## src/rtl/clkdiv_pkg.sv

```systemverilog
package clkdiv_pkg;
  localparam int SET_W = 4;
  localparam int REG_W = 16;
  localparam int CH_PER_REG = 2;
endpackage

```

## src/rtl/clkdiv_regs.sv

```systemverilog
module clkdiv_regs #(
  parameter int NCH  = 4,
  parameter int SW   = 4,
  parameter int RW   = 16,
  parameter int CPR  = 2,
  parameter int SELW = 1
) (
  input  logic              clk,
  input  logic              rst_init,
  input  logic              wr_en,
  input  logic [SELW-1:0]   wr_sel,
  input  logic [RW-1:0]     wr_data,
  output logic [NCH*SW-1:0] set_flat
);
  // one field per channel; only the strong reset clears them
  for (genvar c = 0; c < NCH; c++) begin : g_field
    localparam int REG_IDX = c / CPR;
    localparam int SLOT    = c % CPR;
    logic [SW-1:0] code_q;
    always_ff @(posedge clk) begin
      if (rst_init) begin
        code_q <= '0;
      end else if (wr_en && (int'(wr_sel) == REG_IDX)) begin
        code_q <= wr_data[SLOT*SW +: SW];
      end
    end
    assign set_flat[c*SW +: SW] = code_q;
  end
endmodule

```

## src/rtl/clkdiv_chan.sv

```systemverilog
module clkdiv_chan #(
  parameter int SW = 4
) (
  input  logic          clk,
  input  logic          rst,
  input  logic [SW-1:0] code_i,
  output logic          clk_o,
  output logic [SW-1:0] act_o,
  output logic [SW-1:0] cnt_o
);
  logic [SW-1:0] cnt_q, act_q;
  logic          hi_r, hi_f;
  logic [SW:0]   half_new, half_act, cnt_nxt;

  // high-phase length in whole base cycles = floor(ratio/2)
  assign half_new = ({1'b0, code_i} + 1'b1) >> 1;
  assign half_act = ({1'b0, act_q}  + 1'b1) >> 1;
  assign cnt_nxt  = {1'b0, cnt_q} + 1'b1;

  always_ff @(posedge clk) begin
    if (rst) begin
      cnt_q <= '0;
      act_q <= code_i;
      hi_r  <= (half_new != '0);
    end else if (cnt_q == act_q) begin
      // period boundary: the only point where a new code is adopted
      cnt_q <= '0;
      act_q <= code_i;
      hi_r  <= (half_new != '0);
    end else begin
      cnt_q <= cnt_q + 1'b1;
      hi_r  <= (cnt_nxt < half_act);
    end
  end

  // odd ratio: stretch the high phase by half a base period
  always_ff @(negedge clk) begin
    if (rst) hi_f <= 1'b0;
    else     hi_f <= hi_r & ~act_q[0];
  end

  assign clk_o = (act_q == '0) ? clk : (hi_r | hi_f);
  assign act_o = act_q;
  assign cnt_o = cnt_q;
endmodule

```

## src/rtl/clkdiv_bank.sv

```systemverilog
module clkdiv_bank
  import clkdiv_pkg::*;
#(
  parameter int NCH  = 4,
  parameter int SW   = SET_W,
  parameter int RW   = REG_W,
  parameter int CPR  = CH_PER_REG,
  parameter int NREG = (NCH + CPR - 1) / CPR,
  parameter int SELW = (NREG > 1) ? $clog2(NREG) : 1
) (
  input  logic            clk_base,
  input  logic            rst_op,
  input  logic            rst_init,
  input  logic            wr_en,
  input  logic [SELW-1:0] wr_sel,
  input  logic [RW-1:0]   wr_data,
  output logic [NCH-1:0]  clk_out
);
  logic [NCH*SW-1:0] set_all, act_all, cnt_all;
  logic              div_rst;

  assign div_rst = rst_op | rst_init;

  clkdiv_regs #(.NCH(NCH), .SW(SW), .RW(RW), .CPR(CPR), .SELW(SELW)) regs_i (
    .clk      (clk_base),
    .rst_init (rst_init),
    .wr_en    (wr_en),
    .wr_sel   (wr_sel),
    .wr_data  (wr_data),
    .set_flat (set_all)
  );

  for (genvar c = 0; c < NCH; c++) begin : g_ch
    logic [SW-1:0] code_in;
    // on the strong reset the divider restarts at the cleared code
    assign code_in = rst_init ? '0 : set_all[c*SW +: SW];
    clkdiv_chan #(.SW(SW)) chan_i (
      .clk    (clk_base),
      .rst    (div_rst),
      .code_i (code_in),
      .clk_o  (clk_out[c]),
      .act_o  (act_all[c*SW +: SW]),
      .cnt_o  (cnt_all[c*SW +: SW])
    );
  end
endmodule

```

## config.mk

```make
export PLATFORM = sky130hd
export DESIGN_NAME = clkdiv_bank
export DESIGN_NICKNAME = d
export VERILOG_FILES = /design/src/rtl/clkdiv_pkg.sv /design/src/rtl/clkdiv_regs.sv /design/src/rtl/clkdiv_chan.sv /design/src/rtl/clkdiv_bank.sv
export SDC_FILE = /design/constraint.sdc
export NUM_CORES = 1
export LEC_CHECK = 0
export ABC_CLOCK_PERIOD_IN_PS = 5500
export BUFFER_PORTS_ARGS = -buffer_cell sky130_fd_sc_hd__buf_4
export CELL_PAD_IN_SITES_DETAIL_PLACEMENT = 2
export CELL_PAD_IN_SITES_GLOBAL_PLACEMENT = 2
export CORE_UTILIZATION = 40
export DETAILED_ROUTE_END_ITERATION = 12
export GPL_TIMING_DRIVEN = 0
export PLACE_DENSITY_LB_ADDON = 0.1
export SYNTH_ARGS = -nofsm -noshare
export SYNTH_HDL_FRONTEND = slang
export SYNTH_SLANG_ARGS = --single-unit
```

## constraint.sdc

```tcl
create_clock -name clk_base -period 5.5 [get_ports clk_base]
set_clock_uncertainty 0.15 [all_clocks]
set_input_delay 0.825 -clock clk_base [delete_from_list [all_inputs] [get_ports clk_base]]
set_output_delay 0.825 -clock clk_base [all_outputs]
set_load 0.01 [all_outputs]
```

==> impl_metrics.tcl, run 1 <==
set metrics [dict create \
    vias 2199 \
    tns_ns 0 \
    crit_type "flop to output pin" \
    syn-num-nets 339 \
    hold_viol 0 \
    tightestPinTransition_ns 0.705 \
    synthTopCellsByArea "dfxtp_1 (27%), edfxtp_1 (16%), ha_1 (12%)" \
    ys.flop_type "dfxtp_1" \
    die-area_um2 7700 \
    critical_path.startpoint_type "flop" \
    nets 371 \
    row_count 30 \
    ios 25 \
    required_ns 4.53 \
    grt_remaining_overflow 0 \
    yosysSeqAreaShare 0.435 \
    path_clk_slew_ns 0.07 \
    post-route-drc-count 0 \
    rsz0062_at_grt "false" \
    initial_core_util 0.424 \
    synth_top_area_frac 0.272 \
    synth_top_cell_by_area "dfxtp_1" \
    clock_path_buffers 2 \
    place_hpwl_mm 5.31 \
    cts_tree "done" \
    cts_buffers 9 \
    cts_root_buf "clkbuf_8" \
    post_cts_resize_count 0 \
    fin_cells 423 \
    ant_nets 0 \
    hp-start "regs_i.g_field[2].code_q[2]" \
    n_antenna_cell 0 \
    syn_inst 290 \
    combPwrFrac 0.130 \
    slew_viol_final 0 \
    drive_above_1_share 0.125 \
    post_cts_buffers 0 \
    p_seq_frac 0.396 \
    placed_cell_area_um2 3170 \
    core_area_um2 6940 \
    leakage_uw 0.00155 \
    power_density_nw_per_um2 368 \
    ir_drop_mv 0.190 \
    grt_first_pass_wirelength_mm 12.7 \
    synth.distinct_cells 23 \
    maxSlewHeadroom 0.529 \
    drv_cap 0 \
    synth_commonest_cells "dfxtp_1 (40), ha_1 (28), nor2b_1 (25), nand3_1 (24), xor2_1 (24)" \
    synth_edf_count 16 \
    area_delta_synth_final_pct 16.9 \
    drt_iter0_markers 63 \
    vias_per_cell 5.20 \
    insertion_delay_ns 0.33 \
    first_global_vias 2601 \
    postSynthAreaPerCell_um2 10.1 \
    synth_seq_cells 56 \
    cp-end-kind "output pin" \
    antenna_found_initial 0 \
    cp.arrival_ns 3.98 \
    setup_viol 0 \
    power.internal_uw 906 \
    yosysMostFrequentCell "dfxtp_1" \
    final_area_um2 3440 \
    hold_path.class "flop to flop" \
    status "finished, final reports clean" \
    syn_area_um2 2940 \
    portBuffers 14 \
    path_max_fanout 1 \
    yosys_warnings 0 \
    cts_hold_buf 0 \
    dr.pass1.iters 4 \
    hold_slack_ns 0.303 \
    grt_usage 0.226 \
    r2r_start "g_ch[0].chan_i.act_o[0]" \
    async_flop_share 0 \
    swShare 0.284 \
    cp-startpoint "g_ch[1].chan_i.hi_f" \
    die_x_um 87.8 \
    p_total_uw 1270 \
    power.switching_uw 360 \
    detail_route.wl_per_cell_um 18.0 \
    wirelength_mm 7.62 \
    grt_max_degree 11 \
    die_y_um 87.8 \
    h-tree-depth 3 \
    gp_congestion 0.798 \
    place_inst 400 \
    clockPowerShare 0.473 \
]
-- worst paths after layout --
kind                                                     to  slack [ns]  cells after the start
worst max-delay path                             clk_out[1]        0.55                      4
worst max register to register          g_ch[0].chan_i.hi_f        1.84                      2
worst min-delay path            regs_i.g_field[2].code_q[2]        0.30                      2
worst min register to register  regs_i.g_field[2].code_q[2]        0.30                      2
-- sequential cells by signal, indices dropped and copies added, names as in the netlist --
name and cells:
regs_i.g_field.code_q 16, g_ch.chan_i.act_o 16, g_ch.chan_i.hi_f 4, g_ch.chan_i.hi_r 4, g_ch.chan_i.cnt_o 16
-- worst max-delay path: stages (launching register included) --
cell,delay (ns)
dfxtp_1,0.28
o21ai_0,0.14
o21ai_0,0.14
buf_4,0.16
buf_4,0.13
-- layout make-up --
class / instances / area, um2
clock buffers: 16 / 195
inverters: 12 / 45.0
flip-flops and latches: 56 / 1280
plain buffers: 10 / 55.1
well taps: 96 / 120
repair buffers: 10 / 75.1
fillers: 752 / 3500
multi-input cells: 211 / 1560
clock inverters: 12 / 111
-- layer usage --
layer | vias to the layer above | GRT usage | part of all wire
met1 | 1093 | 0.262 | 0.43
met3 | 17 | 0.0339 | 0.020
met5 | - | 0 | 0
met4 | 0 | 0.130 | 0.024
li1 | 1063 | - | -
met2 | 26 | 0.396 | 0.53
-- cells in the final DEF, fill, tap and decap left out, types with 16 or more instances in the layout --
master    netlist  final
dfxtp_1        40     40
ha_1           28     28
nor2b_1        25     25
nand3_1        24     24
xor2_1         24     24
nand2_1        21     21
inv_1          13     20
nor2_1         20     20
buf_4           4     18
o21ai_0        16     16
edfxtp_1       16     16
-- through the flow --
| stage | util | setup slack (ns) |
|---|---|---|
| 2_1_floorplan | - | 1.17 |
| 4_1_cts | 0.495 | 0.490 |
| 3_5_place_dp | 0.456 | 0.961 |
| 3_3_place_gp | 0.456 | 0.984 |
| 5_1_grt | 0.495 | 0.417 |
| 6_report | 0.495 | 0.549 |
-- logic make-up after synthesis --
family,share of synthesized area
and+or+nand+nor,0.167
DFF,0.435
AOI/OAI and AO/OA,0.107
buffers and inverters,0.0353
muxes,0.0408
xor gates and xnor gates,0.0952
adders and majority gates,0.119
-- power groups by stage --
stage / logic, uW / clock network (uW) / registers (uW)
2_1_floorplan: 117 / 62.3 / 496
3_3_place_gp: 148 / 91.6 / 507
3_5_place_dp: 159 / 91.6 / 511
4_1_cts: 169 / 619 / 502
5_1_grt: 188 / 640 / 507
6_report: 165 / 600 / 502
Power figures use the tool's default switching activity.
==> inputs of run 2 (changes only) <==
ABC_AREA = 1   (was unset)
CORE_UTILIZATION = 37   (was 40)
==> run 2 against run 1 <==
Critical path depth unchanged. Synthesized cell count increased by 47%. Power decreased by 1.6%. Sequential share of layout area decreased by 2.1 points. Flip-flop and latch count unchanged. Global-route usage decreased by 0.28 points. Final area increased by 6.0%. Count of clock-buffer cells in the layout decreased by 2. Die area increased by 15%. Register-to-register slack got worse by 0.04 ns. Combinational power increased by 15%. Non-clock buffer count increased by 1. Critical path type unchanged. Largest power group unchanged.
==> impl_metrics.tcl, run 2 <==
set metrics [dict create \
    place_hpwl_mm 6.63 \
    syn_area_um2 3140 \
    power.switching_uw 380 \
    cts_tree "done" \
    cp.arrival_ns 4.01 \
    place_inst 548 \
    final_area_um2 3650 \
    detail_route.wl_per_cell_um 15.3 \
    async_flop_share 0 \
    synth_commonest_cells "nand2_1 (101), inv_1 (70), nor2_1 (57), dfxtp_1 (40), ha_1 (28)" \
    fin_cells 571 \
    slew_viol_final 0 \
    dr.pass1.iters 4 \
    swShare 0.305 \
    power_density_nw_per_um2 342 \
    first_global_vias 3257 \
    cp_slowest_stage_delay_ns 0.30 \
    critical_path.startpoint_type "flop" \
    wirelength_mm 8.76 \
    core_area_um2 8220 \
    maxSlewHeadroom 0.686 \
    post-route-drc-count 0 \
    path_cells "o21ai_0 > o21ai_0 > buf_4 > buf_4" \
    area_delta_synth_final_pct 16.0 \
    die_y_um 94.2 \
    clockPowerShare 0.448 \
    nets 510 \
    insertion_delay_ns 0.35 \
    r2r-end "g_ch[0].chan_i.hi_f" \
    synth_top_cell_by_area "dfxtp_1" \
    hold_path.class "flop to flop" \
    drive_above_1_share 0.118 \
    ys.flop_type "dfxtp_1" \
    synth_seq_cells 56 \
    yosysMostFrequentCell "nand2_1" \
    grt_usage 0.223 \
    post_cts_resize_count 0 \
    crit_type "flop to output pin" \
    final_cell_mix "nand2_1 (101), inv_1 (77), nor2_1 (57)" \
    cts_buffers 9 \
    ir_drop_mv 0.162 \
    die-area_um2 8870 \
    ff2ff_setup_slack_ns 1.80 \
    final_common_cell "nand2_1" \
    tns_ns 0 \
    status "finished, final reports clean" \
    power.internal_uw 867 \
    syn_inst 427 \
    row_count 33 \
    reg2regPathDepth 3 \
    yosys_warnings 0 \
    ant_nets 0 \
    post_cts_buffers 0 \
    required_ns 4.53 \
    synthTopCellsByArea "dfxtp_1 (25%), edfxtp_1 (15%), nand2_1 (12%)" \
    critPathBufInv 2 \
    r2r_start "g_ch[0].chan_i.act_o[0]" \
    grt_max_degree 12 \
    synth_top_area_frac 0.255 \
    p_seq_frac 0.399 \
    syn-num-nets 476 \
    hold_slack_ns 0.315 \
    hp-start "regs_i.g_field[2].code_q[3]" \
    leakage_uw 0.00181 \
    setup_viol 0 \
    synth.distinct_cells 23 \
    gp_congestion 0.726 \
    clock_path_buffers 2 \
    h-tree-depth 3 \
    portBuffers 16 \
    drv_cap 0 \
    cp-end-kind "output pin" \
    die_x_um 94.2 \
    hold_end "regs_i.g_field[2].code_q[3]" \
    n_antenna_cell 0 \
    drt_iter0_markers 41 \
    placed_cell_area_um2 3390 \
    rsz0062_at_grt "false" \
    postSynthAreaPerCell_um2 7.36 \
    antenna_found_initial 0 \
    vias_per_cell 4.91 \
    combPwrFrac 0.152 \
    synth_edf_count 16 \
    grt_remaining_overflow 0 \
    worstHoldPathCells 2 \
    tightestPinTransition_ns 0.470 \
    critical-path-top-delay-family "flip-flops" \
    cp_slowest_cell "dfxtp_1" \
    cts_hold_buf 0 \
    path_max_fanout 1 \
    path_clk_slew_ns 0.07 \
    vias 2805 \
    hold_viol 0 \
    initial_core_util 0.383 \
    yosysSeqAreaShare 0.408 \
    grt_first_pass_wirelength_mm 14.8 \
    cts_root_buf "clkbuf_8" \
    ios 25 \
]
run 2: cell type report:
type / instances / area [um2]
Buffer: 9 / 62.6
Clock buffer: 14 / 158
Clock inverter: 14 / 128
Fill cell: 1003 / 4570
Inverter: 75 / 282
Multi-Input combinational cell: 286 / 1510
Sequential cell: 56 / 1280
Tap cell: 105 / 131
Timing Repair Buffer: 12 / 90.1
run 2: how the worst max path moves through the flow:
stage                              startpoint  cells past startpoint  slack, ns             endpoint
final                     g_ch[1].chan_i.hi_f                      4       0.52           clk_out[1]
after floorplan           g_ch[0].chan_i.hi_f                      3       1.17           clk_out[0]
after global placement               rst_init                      4       0.85  g_ch[3].chan_i.hi_f
after detailed placement             rst_init                      4       0.80  g_ch[0].chan_i.hi_f
after CTS                 g_ch[1].chan_i.hi_f                      4       0.49           clk_out[1]
after global routing      g_ch[1].chan_i.hi_f                      4       0.46           clk_out[1]
run 2: power by group through the flow:
| stage | clock (uW) | combinational (uW) | sequential (uW) |
|---|---|---|---|
| after floorplan | 55.2 | 134 | 494 |
| after global placement | 80.7 | 175 | 503 |
| after detailed placement | 80.6 | 191 | 506 |
| after CTS | 574 | 196 | 499 |
| after global routing | 601 | 222 | 504 |
| final | 559 | 190 | 498 |
run 2: worst reg2reg max path: cells and delay by family (launching register included):
| kind | cells | cell delay, ns |
|---|---|---|
| buf+inv | 1 | 0.15 |
| flops | 1 | 0.44 |
| simple gates | 2 | 0.19 |
run 2: layer usage:
| layer | vias to the layer above | wire length (um) | track usage |
|---|---|---|---|
| met5 | - | 0 | 0 |
| met4 | 0 | 86 | 0.0756 |
| met3 | 7 | 243 | 0.0623 |
| met2 | 27 | 4600 | 0.408 |
| met1 | 1366 | 3830 | 0.244 |
| li1 | 1405 | - | - |
run 2: kinds of logic (layout without fill, tap and decap cells):
family          after synthesis  count (layout)  synth area share
simple gates                199             199             0.262
buf+inv                      85             124             0.111
flops                        56              56             0.408
compound gates               47              47            0.0748
fa+ha+maj                    28              28             0.111
xor+xnor                     12              12            0.0334
run 2: metrics by stage:
step / total power, uW / util / setup WS, ns
after floorplan: 683 / - / 1.17
after global placement: 759 / 0.413 / 0.851
after detailed placement: 778 / 0.413 / 0.798
after CTS: 1270 / 0.444 / 0.488
after global routing: 1330 / 0.444 / 0.462
final: 1250 / 0.444 / 0.516
==> inputs of run 3 (changes only) <==
PLACE_DENSITY = 0.93   (was unset)
PLACE_DENSITY_LB_ADDON = unset   (was 0.1)
==> run 3 against run 2 <==
Utilization decreased by 0.79 points. Critical path depth unchanged. Non-clock buffer count unchanged. Count of clock-buffer cells in the layout increased by 4. Worst setup slack got worse by 0.11 ns. Register-to-register slack got worse by 0.14 ns. Largest cell class unchanged. Final area decreased by 1.8%. Combinational power increased by 19%. Sequential power increased by 1%. Global-route usage increased by 7.8 points.
==> impl_metrics.tcl, run 3 (synthesized netlist as in run 2, its figures left out) <==
set metrics [dict create \
    post_cts_resize_count 0 \
    r2r-end "g_ch[0].chan_i.hi_f" \
    leakage_uw 0.00178 \
    critical_path.startpoint_type "flop" \
    cts_hold_buf 0 \
    h-tree-depth 3 \
    worstHoldPathCells 2 \
    hold_viol 0 \
    die_x_um 94.2 \
    grt_remaining_overflow 0 \
    slew_viol_final 0 \
    insertion_delay_ns 0.35 \
    hp-start "regs_i.g_field[1].code_q[3]" \
    crit_type "flop to output pin" \
    cts_root_buf "clkbuf_8" \
    wirelength_mm 12.1 \
    first_global_vias 3601 \
    initial_core_util 0.383 \
    required_ns 4.53 \
    cp-startpoint "g_ch[0].chan_i.hi_f" \
    cp_slowest_cell "dfxtp_1" \
    ir_drop_mv 0.183 \
    drv_cap 0 \
    rsz0062_at_grt "false" \
    final_area_um2 3580 \
    tightestPinTransition_ns 0.468 \
    status "finished, final reports clean" \
    final_common_cell "nand2_1" \
    portBuffers 16 \
    fin_cells 571 \
    place_inst 548 \
    post_cts_buffers 0 \
    path_max_fanout 1 \
    cp-end-kind "output pin" \
    vias 2949 \
    nets 510 \
    grt_usage 0.301 \
    critPathBufInv 2 \
    tns_ns 0 \
    ff2ff_setup_slack_ns 1.66 \
    core_area_um2 8220 \
    critical-path-top-delay-family "compound AO/OA/AOI/OAI gates" \
    finish.utilization 0.436 \
    r2r_start "g_ch[0].chan_i.act_o[0]" \
    area_delta_synth_final_pct 13.9 \
    vias_per_cell 5.16 \
    n_antenna_cell 0 \
    final_cell_mix "nand2_1 (101), inv_1 (77), nor2_1 (57)" \
    row_count 33 \
    die_y_um 94.2 \
    cp_slowest_stage_delay_ns 0.30 \
    hold_path.class "flop to flop" \
    clock_path_buffers 2 \
    path_cells "o21ai_0 > o21ai_0 > buf_4 > buf_4" \
    path_clk_slew_ns 0.07 \
    antenna_found_initial 0 \
    n_fill_cell 959 \
    power_density_nw_per_um2 333 \
    reg2regPathDepth 3 \
    drt_iter0_markers 71 \
    post-route-drc-count 0 \
    place_hpwl_mm 7.51 \
    detail_route.wl_per_cell_um 21.2 \
    cp.arrival_ns 4.12 \
    grt_max_degree 11 \
    cts_buffers 9 \
    ios 25 \
    placed_cell_area_um2 3390 \
    hold_end "regs_i.g_field[1].code_q[3]" \
    drive_above_1_share 0.109 \
    dr.pass1.iters 4 \
    setup_viol 0 \
    maxSlewHeadroom 0.688 \
    die-area_um2 8870 \
    cts_tree "done" \
    ant_nets 0 \
    gp_congestion 0.785 \
    grt_first_pass_wirelength_mm 19.3 \
]
-- run 3: worst max-delay path by stage --
stage / end / slack [ns] / depth (start not counted)
2_1_floorplan: clk_out[0] / 1.17 / 3
3_3_place_gp: g_ch[3].chan_i.hi_f / 0.88 / 4
3_5_place_dp: g_ch[1].chan_i.hi_f / 0.75 / 4
4_1_cts: clk_out[0] / 0.41 / 4
5_1_grt: clk_out[0] / 0.36 / 4
6_report: clk_out[0] / 0.41 / 4
-- run 3: cell type report --
| type | instances | area [um2] | area share |
|---|---|---|---|
| flip-flops and latches | 56 | 1280 | 0.358 |
| multi-input cells | 286 | 1510 | 0.423 |
| plain buffers | 9 | 62.6 | 0.0175 |
| well taps | 105 | 131 | 0.0367 |
| inverters | 75 | 282 | 0.0786 |
| repair buffers | 12 | 90.1 | 0.0252 |
| clock buffers | 18 | 183 | 0.0510 |
| clock inverters | 10 | 37.5 | 0.0105 |
-- run 3: routing by layer --
layer | up-vias | wire, um | part of all wire | global-route usage
met5 | - | 0 | 0 | 0
met4 | 0 | 503 | 0.042 | 0.173
met3 | 36 | 344 | 0.028 | 0.0445
met2 | 67 | 6450 | 0.53 | 0.552
met1 | 1452 | 4800 | 0.40 | 0.324
li1 | 1394 | - | - | -
-- run 3: worst register-to-register path, cell delays in order (launching register included) --
cell and delay [ns]:
edfxtp_1 0.45, inv_1 0.17, nand2_1 0.12, nor2_1 0.16
-- run 3: metrics by stage --
step | hold slack [ns] | setup slack [ns] | power (uW)
2_1_floorplan | 0.280 | 1.17 | 683
3_3_place_gp | 0.292 | 0.881 | 753
3_5_place_dp | 0.308 | 0.753 | 785
4_1_cts | 0.331 | 0.412 | 1200
5_1_grt | 0.369 | 0.360 | 1250
6_report | 0.337 | 0.409 | 1190
-- run 3: where the power goes --
| group | switching [uW] | total [uW] | internal, uW |
|---|---|---|---|
| sequential | 39.8 | 503 | 463 |
| combinational | 152 | 226 | 73.9 |
| clock | 233 | 463 | 230 |
| total | 424 | 1190 | 767 |
